===== config.mk =====
export PLATFORM = sky130hd
export DESIGN_NAME = fiq_ctrl
export DESIGN_NICKNAME = d
export VERILOG_FILES = /design/src/rtl/fiq_pkg.sv /design/src/rtl/fiq_sync.sv /design/src/rtl/fiq_detect.sv /design/src/rtl/fiq_ctrl.sv
export SDC_FILE = /design/constraint.sdc
export NUM_CORES = 1
export LEC_CHECK = 0
export ABC_CLOCK_PERIOD_IN_PS = 5350
export BUFFER_PORTS_ARGS = -buffer_cell sky130_fd_sc_hd__buf_4
export CAP_MARGIN = 10
export CORE_MARGIN = 4
export CORE_UTILIZATION = 50
export DETAILED_ROUTE_END_ITERATION = 8
export PLACE_DENSITY = 0.81
export SLEW_MARGIN = 5
export SYNTH_ARGS = -nofsm -noshare
export SYNTH_HDL_FRONTEND = slang
export SYNTH_SLANG_ARGS = --single-unit

===== constraint.sdc =====
create_clock -name clk -period 5.35 [get_ports clk]
set_clock_uncertainty 0.15 [all_clocks]
set_input_delay 1.07 -clock clk [delete_from_list [all_inputs] [get_ports clk]]
set_output_delay 1.07 -clock clk [all_outputs]
set_load 0.1 [all_outputs]

===== src/rtl/fiq_pkg.sv =====
// fiq_pkg: shared types and register layout for the fast interrupt controller.
// Assumes byte offsets fit in the bus address width chosen by the top.
package fiq_pkg;

    // Trigger type: bit 0 selects edge mode, bit 1 selects the active polarity
    typedef enum logic [1:0] {
        TRIG_LOW  = 2'b00,
        TRIG_FALL = 2'b01,
        TRIG_HIGH = 2'b10,
        TRIG_RISE = 2'b11
    } trig_e;

    localparam int unsigned OFS_MODE = 'h000;
    localparam int unsigned OFS_VEC  = 'h080;
    localparam int unsigned OFS_FVR  = 'h104;
    localparam int unsigned OFS_MASK = 'h110;
    localparam int unsigned OFS_EN   = 'h120;
    localparam int unsigned OFS_DIS  = 'h124;

    localparam int unsigned TRIG_LSB = 5;
    localparam int unsigned PRIO_W   = 3;

endpackage


===== src/rtl/fiq_sync.sv =====
// fiq_sync: a chain of STAGES flops that brings an asynchronous bit into clk.
// Assumes STAGES >= 1; the reset value of every stage is 0.
module fiq_sync #(
    parameter int STAGES = 2
) (
    input  logic clk,
    input  logic rst_n,
    input  logic d,
    output logic q
);

    logic [STAGES-1:0] chain;

    generate
        if (STAGES == 1) begin : g_one
            // Single capture flop
            always_ff @(posedge clk) begin
                if (!rst_n) chain <= '0;
                else        chain <= d;
            end
        end else begin : g_many
            // Shift the input through the chain
            always_ff @(posedge clk) begin
                if (!rst_n) chain <= '0;
                else        chain <= {chain[STAGES-2:0], d};
            end
        end
    endgenerate

    assign q = chain[STAGES-1];

endmodule


===== src/rtl/fiq_detect.sv =====
// fiq_detect: turns the synchronized source into an active request according to
// the trigger type. Edge modes latch a sticky pending flag that a vector read
// clears, and a new edge in the same cycle wins over the clear. Level modes pass
// the polarity-matched level and hold pending at 0.
module fiq_detect
    import fiq_pkg::*;
(
    input  logic  clk,
    input  logic  rst_n,
    input  logic  lvl,
    input  trig_e trig,
    input  logic  clr,
    output logic  active
);

    logic prev_lvl;
    logic pending;
    logic edge_mode;
    logic hit;

    assign edge_mode = trig[0];
    assign hit       = trig[1] ? (lvl & ~prev_lvl) : (~lvl & prev_lvl);

    // Track the last level and maintain the sticky edge flag
    always_ff @(posedge clk) begin
        if (!rst_n) begin
            prev_lvl <= 1'b0;
            pending  <= 1'b0;
        end else begin
            prev_lvl <= lvl;
            if (!edge_mode)  pending <= 1'b0;
            else if (hit)    pending <= 1'b1;
            else if (clr)    pending <= 1'b0;
        end
    end

    // Select the request source for the current mode
    always_comb begin
        if (edge_mode) active = pending;
        else           active = (lvl == trig[1]);
    end


    vec_clear_chk: assert property (@(posedge clk) disable iff (!rst_n)
        (edge_mode && clr && !hit) |=> !pending);


    edge_latch_chk: assert property (@(posedge clk) disable iff (!rst_n)
        (edge_mode && hit && $stable(trig)) |=> active);

endmodule


===== src/rtl/fiq_ctrl.sv =====
// fiq_ctrl: register front end and output stage of the fast interrupt controller.
// Assumes single-cycle read and write strobes. Read data is registered and is
// valid one cycle after the strobe. The request output is registered.
module fiq_ctrl
    import fiq_pkg::*;
#(
    parameter int ADDR_W      = 12,
    parameter int DATA_W      = 32,
    parameter int SYNC_STAGES = 2
) (
    input  logic              clk,
    input  logic              rst_n,
    input  logic [ADDR_W-1:0] bus_addr,
    input  logic              bus_wr,
    input  logic [DATA_W-1:0] bus_wdata,
    input  logic              bus_rd,
    output logic [DATA_W-1:0] bus_rdata,
    input  logic              src_in,
    output logic              fiq_req
);

    localparam logic [ADDR_W-1:0] A_MODE = ADDR_W'(OFS_MODE);
    localparam logic [ADDR_W-1:0] A_VEC  = ADDR_W'(OFS_VEC);
    localparam logic [ADDR_W-1:0] A_FVR  = ADDR_W'(OFS_FVR);
    localparam logic [ADDR_W-1:0] A_MASK = ADDR_W'(OFS_MASK);
    localparam logic [ADDR_W-1:0] A_EN   = ADDR_W'(OFS_EN);
    localparam logic [ADDR_W-1:0] A_DIS  = ADDR_W'(OFS_DIS);

    trig_e              trig_q;
    logic [PRIO_W-1:0]  prio_q;
    logic [DATA_W-1:0]  vec_q;
    logic               en_q;
    logic               src_sync;
    logic               active;
    logic               vec_rd;
    logic [DATA_W-1:0]  mode_word;
    logic [DATA_W-1:0]  rd_mux;

    assign vec_rd = bus_rd && (bus_addr == A_FVR);

    fiq_sync #(.STAGES(SYNC_STAGES)) u_sync (
        .clk   (clk),
        .rst_n (rst_n),
        .d     (src_in),
        .q     (src_sync)
    );

    fiq_detect u_detect (
        .clk    (clk),
        .rst_n  (rst_n),
        .lvl    (src_sync),
        .trig   (trig_q),
        .clr    (vec_rd),
        .active (active)
    );

    // Apply software writes to the mode, vector and enable state
    always_ff @(posedge clk) begin
        if (!rst_n) begin
            trig_q <= TRIG_LOW;
            prio_q <= '0;
            vec_q  <= '0;
            en_q   <= 1'b0;
        end else if (bus_wr) begin
            case (bus_addr)
                A_MODE: begin
                    trig_q <= trig_e'(bus_wdata[TRIG_LSB +: 2]);
                    prio_q <= bus_wdata[PRIO_W-1:0];
                end
                A_VEC:  vec_q <= bus_wdata;
                A_EN:   if (bus_wdata[0]) en_q <= 1'b1;
                A_DIS:  if (bus_wdata[0]) en_q <= 1'b0;
                default: ;
            endcase
        end
    end

    // Assemble the mode word from its two fields
    always_comb begin
        mode_word                  = '0;
        mode_word[TRIG_LSB +: 2]   = trig_q;
        mode_word[PRIO_W-1:0]      = prio_q;
    end

    // Select the read value by address
    always_comb begin
        case (bus_addr)
            A_MODE:         rd_mux = mode_word;
            A_VEC, A_FVR:   rd_mux = vec_q;
            A_MASK:         rd_mux = DATA_W'(en_q);
            default:        rd_mux = '0;
        endcase
    end

    // Register read data on each strobe
    always_ff @(posedge clk) begin
        if (!rst_n)      bus_rdata <= '0;
        else if (bus_rd) bus_rdata <= rd_mux;
    end

    // Register the masked request
    always_ff @(posedge clk) begin
        if (!rst_n) fiq_req <= 1'b0;
        else        fiq_req <= active & en_q;
    end


    en_cmd_chk: assert property (@(posedge clk) disable iff (!rst_n)
        (bus_wr && bus_addr == A_EN && bus_wdata[0]) |=> en_q);


    dis_cmd_chk: assert property (@(posedge clk) disable iff (!rst_n)
        (bus_wr && bus_addr == A_DIS && bus_wdata[0]) |=> !en_q);


    cmd_read_zero_chk: assert property (@(posedge clk) disable iff (!rst_n)
        (bus_rd && (bus_addr == A_EN || bus_addr == A_DIS)) |=> (bus_rdata == '0));


    irq_masked_chk: assert property (@(posedge clk) disable iff (!rst_n)
        !en_q |=> !fiq_req);

endmodule


==> Word level (Yosys, flattened, before mapping) <==
Index checks and enable logic that the tools add are counted.
{ "classes": {"n_bitwise": 5, "shifts": 0, "n_mul": 0, "add_sub_neg": 0, "n_mux": 8, "reduce_logical": 9, "eq_ne": 8, "div_mod_pow": 0, "order_cmp": 0} }
{ "op_table": {"columns": ["op", "n"], "rows": [
  ["$pmux 32 s3", 1],
  ["$eq 12x9->1 const B", 4],
  ["$eq 12x8->1 const B", 1],
  ["$logic_not 12->1", 1],
  ["$mux 1", 6],
  ["$reduce_and 2->1", 3],
  ["$ne 2x2->1 const B", 2],
  ["$reduce_and 4->1", 1],
  ["$reduce_bool 2->1", 2],
  ["$and 1x1->1", 3],
  ["$not 1->1", 2],
  ["$pmux 1 s2", 1],
  ["$reduce_or 2->1", 1],
  ["$eq 1x1->1", 1],
  ["$logic_and 1x1->1", 1]
]} }
{ "totals": {"wordCells": 39, "romBits": 0, "memories": 0, "latchBits": 0, "ff_bits": 75, "out_inout_bits": 33, "input_bits": 49, "ram_bits": 0} }

==> Longest topological paths before layout <==
Gate-level depths: netlist (run 1).
{ "depth": {"ltp_word": 4, "mapped_depth": 6, "mapped_depth_nobuf": 4} }

==> By module <==
Synthesis (run 1) repeated with hierarchy kept, for this count alone.
{ "hier_totals": {"hier_cells": 243, "area_unflattened_um2": 2750.1} }
{ "by_module_without_submodules": {"columns": ["mod", "n_inst", "seq_area_each_um2", "cells_per_inst", "area_each_um2"], "rows": [
  ["fiq_ctrl", 1, 1421.4, 228, 2600.0],
  ["fiq_detect", 1, 40.0, 11, 97.6],
  ["fiq_sync", 1, 40.0, 4, 52.6]
]} }

==> Worst setup path after synthesis (run 1) <==
OpenSTA, ideal clock, no wires.
{ "synth_timing": {"path_type": "in2reg", "startpoint": "input port bus_addr[6]", "endpoint": "register prio_q[0]", "setup_slack_ps": 2829, "arrival_ps": 2299, "path_buffers": 1, "t_required_ps": 5128, "setup_ps": 72, "cell_stages": 5, "cell_sequence": "or4_1 > nor3_4 > and4b_1 > buf_6 > mux2i_1"} }
{ "synth_between": {"elab_chain_cells": 2} }
{ "synth_lines": {"columns": ["element", "line_no", "rtl"], "rows": [
  ["from (decl)", "fiq_ctrl.sv:13", "input logic [ADDR_W-1:0] bus_addr,"],
  ["$logic_not 12->1", "fiq_ctrl.sv:65", "case (bus_addr)"],
  ["$reduce_and 2->1 (no line)", null, null],
  ["to (signal assigned)", "fiq_ctrl.sv:68", "prio_q <= bus_wdata[PRIO_W-1:0];"],
  ["to (decl)", "fiq_ctrl.sv:30", "logic [PRIO_W-1:0] prio_q;"]
]} }
Every way passes these cells.
A chain may end at the register's enable or synchronous reset.

==> summary.txt, run 1 <==
Status
  • Outcome: complete, no violations

Cells and area
  • Design area: 3580 sq um
  • Sequential Area: 1500 sq um
  • Most frequent cells in the layout: 83 x buf_4, 75 x dfxtp_1, 62 x nand3_1
  • Layout Nets: 404
  • Area grow syn2layout: 31.1%
  • Layout cells sized above 1: 30.0%
  • Commonest non-fill, non-tap cell in the layout: buf_4
  • Multi-input logic area: 1140 sq um
  • Number of fill cells: 423
  • ANT cells: 0

Timing
  • Relative slew slack: 23.4%
  • TNS Setup: 0 ns
  • Final period util: 55.2%
  • Minimum clock period: 2.96 ns
  • Final Hold Vio Count: 0
  • Max Freq: 338 MHz
  • RSZ-0062 raised after global routing: false
  • Pins Over Slew Limit: 0
  • Final WS setup: 2.39 ns
  • Setup violations, final: 0
  • Worst slew pin tran: 1.15 ns

Detailed routing
  • DRT Pass-1 Iters: 4
  • Average routed wire per standard cell: 14.4 microns
  • Vias per inst: 5.35
  • Antenna-violating nets left: 0
  • DR iter-0 viols: 156
  • Via count: 2299
  • # DRC: 0
  • Routed wire length: 6170 microns

Synthesis
  • Unique masters post-synth: 37
  • Mapped Area: 2730 sq um
  • Synth Net Count: 332
  • Number of synthesized register bits: 75
  • Syn Inst Count: 283
  • Ys Warns: 0
  • Post-synthesis sequential area ratio: 55.0%
  • Avg Cell Area, Syn: 9.65 sq um

Power
  • Sw Ratio: 21.2%
  • Combinational share of power: 5.0%
  • Cell Pwr Density: 306 nW/um^2
  • P_int: 0.864 mW
  • Sw power: 0.232 mW
  • P_leak: 1.62 nW
  • Part of the power in registers: 51.0%
  • Clk pwr share: 44.0%
  • VDD IR max: 0.000194 V

Floorplan
  • Core Region: 5200 sq um
  • Die Span Y: 81.9 microns
  • Die X: 81.9 microns
  • Die Area: 6710 sq um
  • Rows: 26
  • Ports: 82
  • Initial core utilization: 52.5%

Clock tree
  • Reg clk slew, reported paths: 0.07 ns
  • Postcts setup bufs: 0
  • CTS sink cnt: 75
  • CTS tree: yes
  • Cts hold-fix bufs: 0
  • Root buffer cell: clkbuf_8
  • H-Tree Depth: 3
  • Clock Latency Late Sink: 0.35 ns
  • CTS-repair resized insts: 0
  • CTS Buf Count: 9
  • Worst-case clock buffer depth: 2

Hold path
  • Worst Hold Class: flop to flop
  • Hold depth: 2

Place
  • DPL Wire Length: 4090 microns
  • Area after DPL: 3350 sq um
  • Placer Congestion: 0.749
  • Port-buffer cells: 81
  • DP Worst Slack: 2.05 ns

Worst setup path
  • Crit start category: input pin
  • Crit Path Class: input pin to flop
  • Worst Path Arrival: 3.09 ns
  • Reg2Reg Depth: 4
  • Worst setup EP type: flop
  • Critical-path top delay cell: nor3_4
  • Critical path peak fanout: 76
  • WP data required: 5.49 ns
  • CP max stage delay: 0.92 ns
  • Crit-path cells: buf_4 -> nand2_1 -> nor3_4 -> a221o_1

Global routing
  • Gr usage total: 19.2%
  • Initial antenna violation count: 0
  • Global-route wire length before repair: 9800 microns
  • Grt ovf: 0
  • Largest net degree at the start of global routing: 77
  • Vias in the first global route: 2106

Flow run
  • Max cap viols: 0
[metrics by stage]
step	utilization [%]	std cells	power, mW	hold WS, ns
after global routing	68.8	430	1.13	0.323
final	68.8	430	1.10	0.300
after detailed placement	64.4	414	0.627	0.291
after CTS	68.8	430	1.11	0.301
after global placement	64.4	414	0.626	0.265
after floorplan	-	283	0.590	0.262
[state kept, by name, indices dropped and copies added, names as in the netlist]
name and cells:
u_detect.pending 1, prio_q 3, en_q 1, bus_rdata 32, u_sync.chain 2, trig_q 2
vec_q 32, fiq_req 1, u_detect.prev_lvl 1
[area by class of cell]
class | count | area share, %
Clock inverter | 5 | 2.38
Timing Repair Buffer | 83 | 17.4
Inverter | 1 | 0.105
Sequential cell | 75 | 41.9
Tap cell | 70 | 2.45
Clock buffer | 11 | 3.95
Multi-Input combinational cell | 185 | 31.8
[synthesized netlist by cell type, drive strengths merged]
library cell   n  area share (%)
nor2           4            0.55
and2           3            0.69
mux2i          5             1.8
o32a           1            0.37
a21oi          3            0.55
nand3         62              11
a221o          4             1.5
o31ai          1            0.27
o21ai          7             1.3
a31oi          1            0.23
nand4          2            0.46
nand2         41             5.6
and4           1            0.32
nor3           4             1.3
clkbuf        11             1.5
o21a           2            0.55
and3b          1            0.32
buf           11             2.1
nor2b          1            0.23
nand4b         1            0.32
xor2           1            0.32
inv            1            0.14
and3           5             1.3
a22o          27             8.7
nor4           3             1.5
nor4bb         1            0.37
dfxtp         75              55
and4b          2            0.73
or4            2            0.69
[cells by family after synthesis]
logic type	Yosys count	share of synthesized area, %
AND/OR/NAND/NOR	133	25.8
XOR/XNOR	1	0.321
multiplexers	5	1.83
flip-flops	75	55.0
buffers and inverters	23	3.71
AO/OA/AOI/OAI	46	13.4
[power groups by stage]
stage	Combinational [mW]	Clock, mW	Sequential (mW)
after global placement	0.0535	0	0.572
after global routing	0.0591	0.515	0.559
after detailed placement	0.0543	0	0.572
after floorplan	0.0181	0	0.572
after CTS	0.0546	0.493	0.559
final	0.0546	0.482	0.559
[worst paths after layout]
kind	startpoint	slack (ns)	end
setup / recovery	rst_n	2.39	bus_rdata[2]$_SDFFE_PN0P_
hold / removal	vec_q[7]$_SDFFE_PN0P_	0.30	vec_q[7]$_SDFFE_PN0P_
setup reg to reg	en_q$_SDFFE_PN0P_	4.05	bus_rdata[0]$_SDFFE_PN0P_
hold reg to reg	vec_q[7]$_SDFFE_PN0P_	0.30	vec_q[7]$_SDFFE_PN0P_
[critical path, delay by kind of cell]
kind,cells,cell delay (ns)
buffers and inverters,1,0.55
AOI/OAI and AO/OA,1,0.28
and+or+nand+nor,2,1.16
[layer usage]
layer / global-route usage [%] / part of all wire, %
met1: 24.3 / 45
met2: 30.8 / 47
met3: 6.80 / 7.3
met4: 5.65 / 0.83
met5: 0 / 0
Power figures use the tool's default switching activity.
==> run 2, diff against run 1 <==
--- a/config.mk
+++ b/config.mk
@@ -5,13 +5,13 @@
 export SDC_FILE = /design/constraint.sdc
 export NUM_CORES = 1
 export LEC_CHECK = 0
-export ABC_CLOCK_PERIOD_IN_PS = 5350
+export ABC_CLOCK_PERIOD_IN_PS = 2450
 export BUFFER_PORTS_ARGS = -buffer_cell sky130_fd_sc_hd__buf_4
 export CAP_MARGIN = 10
 export CORE_MARGIN = 4
-export CORE_UTILIZATION = 50
+export CORE_UTILIZATION = 45
 export DETAILED_ROUTE_END_ITERATION = 8
-export PLACE_DENSITY = 0.81
+export PLACE_DENSITY = 0.77
 export SLEW_MARGIN = 5
 export SYNTH_ARGS = -nofsm -noshare
 export SYNTH_HDL_FRONTEND = slang
==> constraint.sdc (replaced) <==
create_clock -name clk -period 2.45 [get_ports clk]
set_clock_uncertainty 0.15 [all_clocks]
set_input_delay 0.49 -clock clk [delete_from_list [all_inputs] [get_ports clk]]
set_output_delay 0.49 -clock clk [all_outputs]
set_load 0.1 [all_outputs]
==> summary.txt, run 2 (synthesis gave the netlist of run 1 again) <==
Place
  • Placed Instances: 423
  • Area after DPL: 3410 sq um
  • DP Worst Slack: 0.208 ns
  • Port-buffer cells: 81
  • Placer Congestion: 0.781
  • DPL Wire Length: 4230 microns

Timing
  • RSZ-0062 raised after global routing: false
  • Relative slew slack: 54.3%
  • Final WS setup: 0.538 ns
  • Pins Over Slew Limit: 0
  • Hold slack: 0.219 ns
  • Setup violations, final: 0
  • Final Hold Vio Count: 0
  • Max Freq: 523 MHz
  • Minimum clock period: 1.91 ns
  • TNS Setup: 0 ns
  • Worst slew pin tran: 0.686 ns
  • Final period util: 78.0%

Worst setup path
  • Crit start category: input pin
  • Crit Path Class: input pin to flop
  • Critical-path top delay cell: or4_1
  • Worst setup EP type: flop
  • Critical path peak fanout: 5
  • CP max stage delay: 0.59 ns
  • Crit-path cells: buf_4 -> or4_1 -> nor3_4 -> and4b_1 -> mux2i_1
  • Worst Path Arrival: 2.02 ns
  • Reg2Reg Depth: 4
  • WP data required: 2.56 ns

Cells and area
  • Area grow syn2layout: 34.6%
  • ANT cells: 0
  • Commonest non-fill, non-tap cell in the layout: buf_4
  • Top flop regs: bus_rdata x32, vec_q x32, prio_q x3
  • Most frequent cells in the layout: 85 x buf_4, 75 x dfxtp_1, 62 x nand3_1
  • Layout Nets: 408
  • Non-Filler Instances: 438
  • Layout cells sized above 1: 30.9%
  • Design area: 3680 sq um
  • Final Util: 62.1%

Clock tree
  • CTS tree: yes
  • CTS-repair resized insts: 0
  • Worst-case clock buffer depth: 2
  • Postcts setup bufs: 0
  • CTS Buf Count: 9
  • Clock Latency Late Sink: 0.33 ns
  • Reg clk slew, reported paths: 0.07 ns
  • Root buffer cell: clkbuf_8
  • Cts hold-fix bufs: 0
  • H-Tree Depth: 3
  • CTS sink cnt: 75

Floorplan
  • Initial core utilization: 46.1%
  • Die X: 85.9 microns
  • Ports: 82
  • Die Area: 7380 sq um
  • Core Region: 5920 sq um
  • Rows: 28
  • Die Span Y: 85.9 microns

Power
  • Cell Pwr Density: 696 nW/um^2
  • VDD IR max: 0.000425 V
  • P_leak: 1.66 nW
  • Design Power: 2.56 mW

Global routing
  • Grt ovf: 0
  • Global-route wire length before repair: 9950 microns
  • Largest net degree at the start of global routing: 75
  • Initial antenna violation count: 0
  • Vias in the first global route: 2139
  • Gr usage total: 16.9%

Detailed routing
  • # DRC: 0
  • DR iter-0 viols: 167
  • Vias per inst: 5.28
  • Average routed wire per standard cell: 13.9 microns
  • DRT Pass-1 Iters: 4
  • Via count: 2313
  • Antenna-violating nets left: 0
  • Routed wire length: 6070 microns

Hold path
  • Worst Hold Class: input pin to flop
  • Hold depth: 3

Flow run
  • Max cap viols: 0

Status
  • Outcome: complete, no violations
run 2: cell count changes in the layout (fill, tap and decap cells not counted), sizes merged:
cell,change
bufinv,+2
clkinvlp,-1
inv,-1
buf,+4
clkbuf,-1
run 2: worst paths after layout:
check                         endpoint  slack [ns]              startpoint
min reg2reg     vec_q[12]$_SDFFE_PN0P_        0.30  vec_q[12]$_SDFFE_PN0P_
max             prio_q[0]$_SDFFE_PN0P_        0.54             bus_addr[6]
min             vec_q[27]$_SDFFE_PN0P_        0.22           bus_wdata[27]
max reg2reg  bus_rdata[0]$_SDFFE_PN0P_        1.15       en_q$_SDFFE_PN0P_
run 2: power breakdown:
group / switching, mW / internal, mW / leakage, nW / total [mW]
registers: 0.00119 / 1.22 / 0.604 / 1.22
logic: 0.0592 / 0.0626 / 0.927 / 0.122
clock network: 0.416 / 0.800 / 0.132 / 1.22
total: 0.477 / 2.08 / 1.66 / 2.56
run 2: layout make-up:
class	instances	area, sq um
clock buffers	10	138
clock inverters	5	125
fillers	517	2240
inverters	1	3.75
multi-input cells	185	1140
flip-flops and latches	75	1500
well taps	75	93.8
repair buffers	87	678
run 2: metal layers:
layer / GRT usage [%] / up-vias / wire length [microns]
li1: - / 1176 / -
met1: 21.4 / 1076 / 2720
met2: 28.3 / 52 / 2950
met3: 3.65 / 9 / 324
met4: 6.19 / 0 / 80
met5: 0 / - / 0
run 2: worst max-delay path, delay by kind of cell:
family	cells	cell delay [ns]
and+or+nand+nor	3	1.18
muxes	1	0.23
buffers and inverters	1	0.12
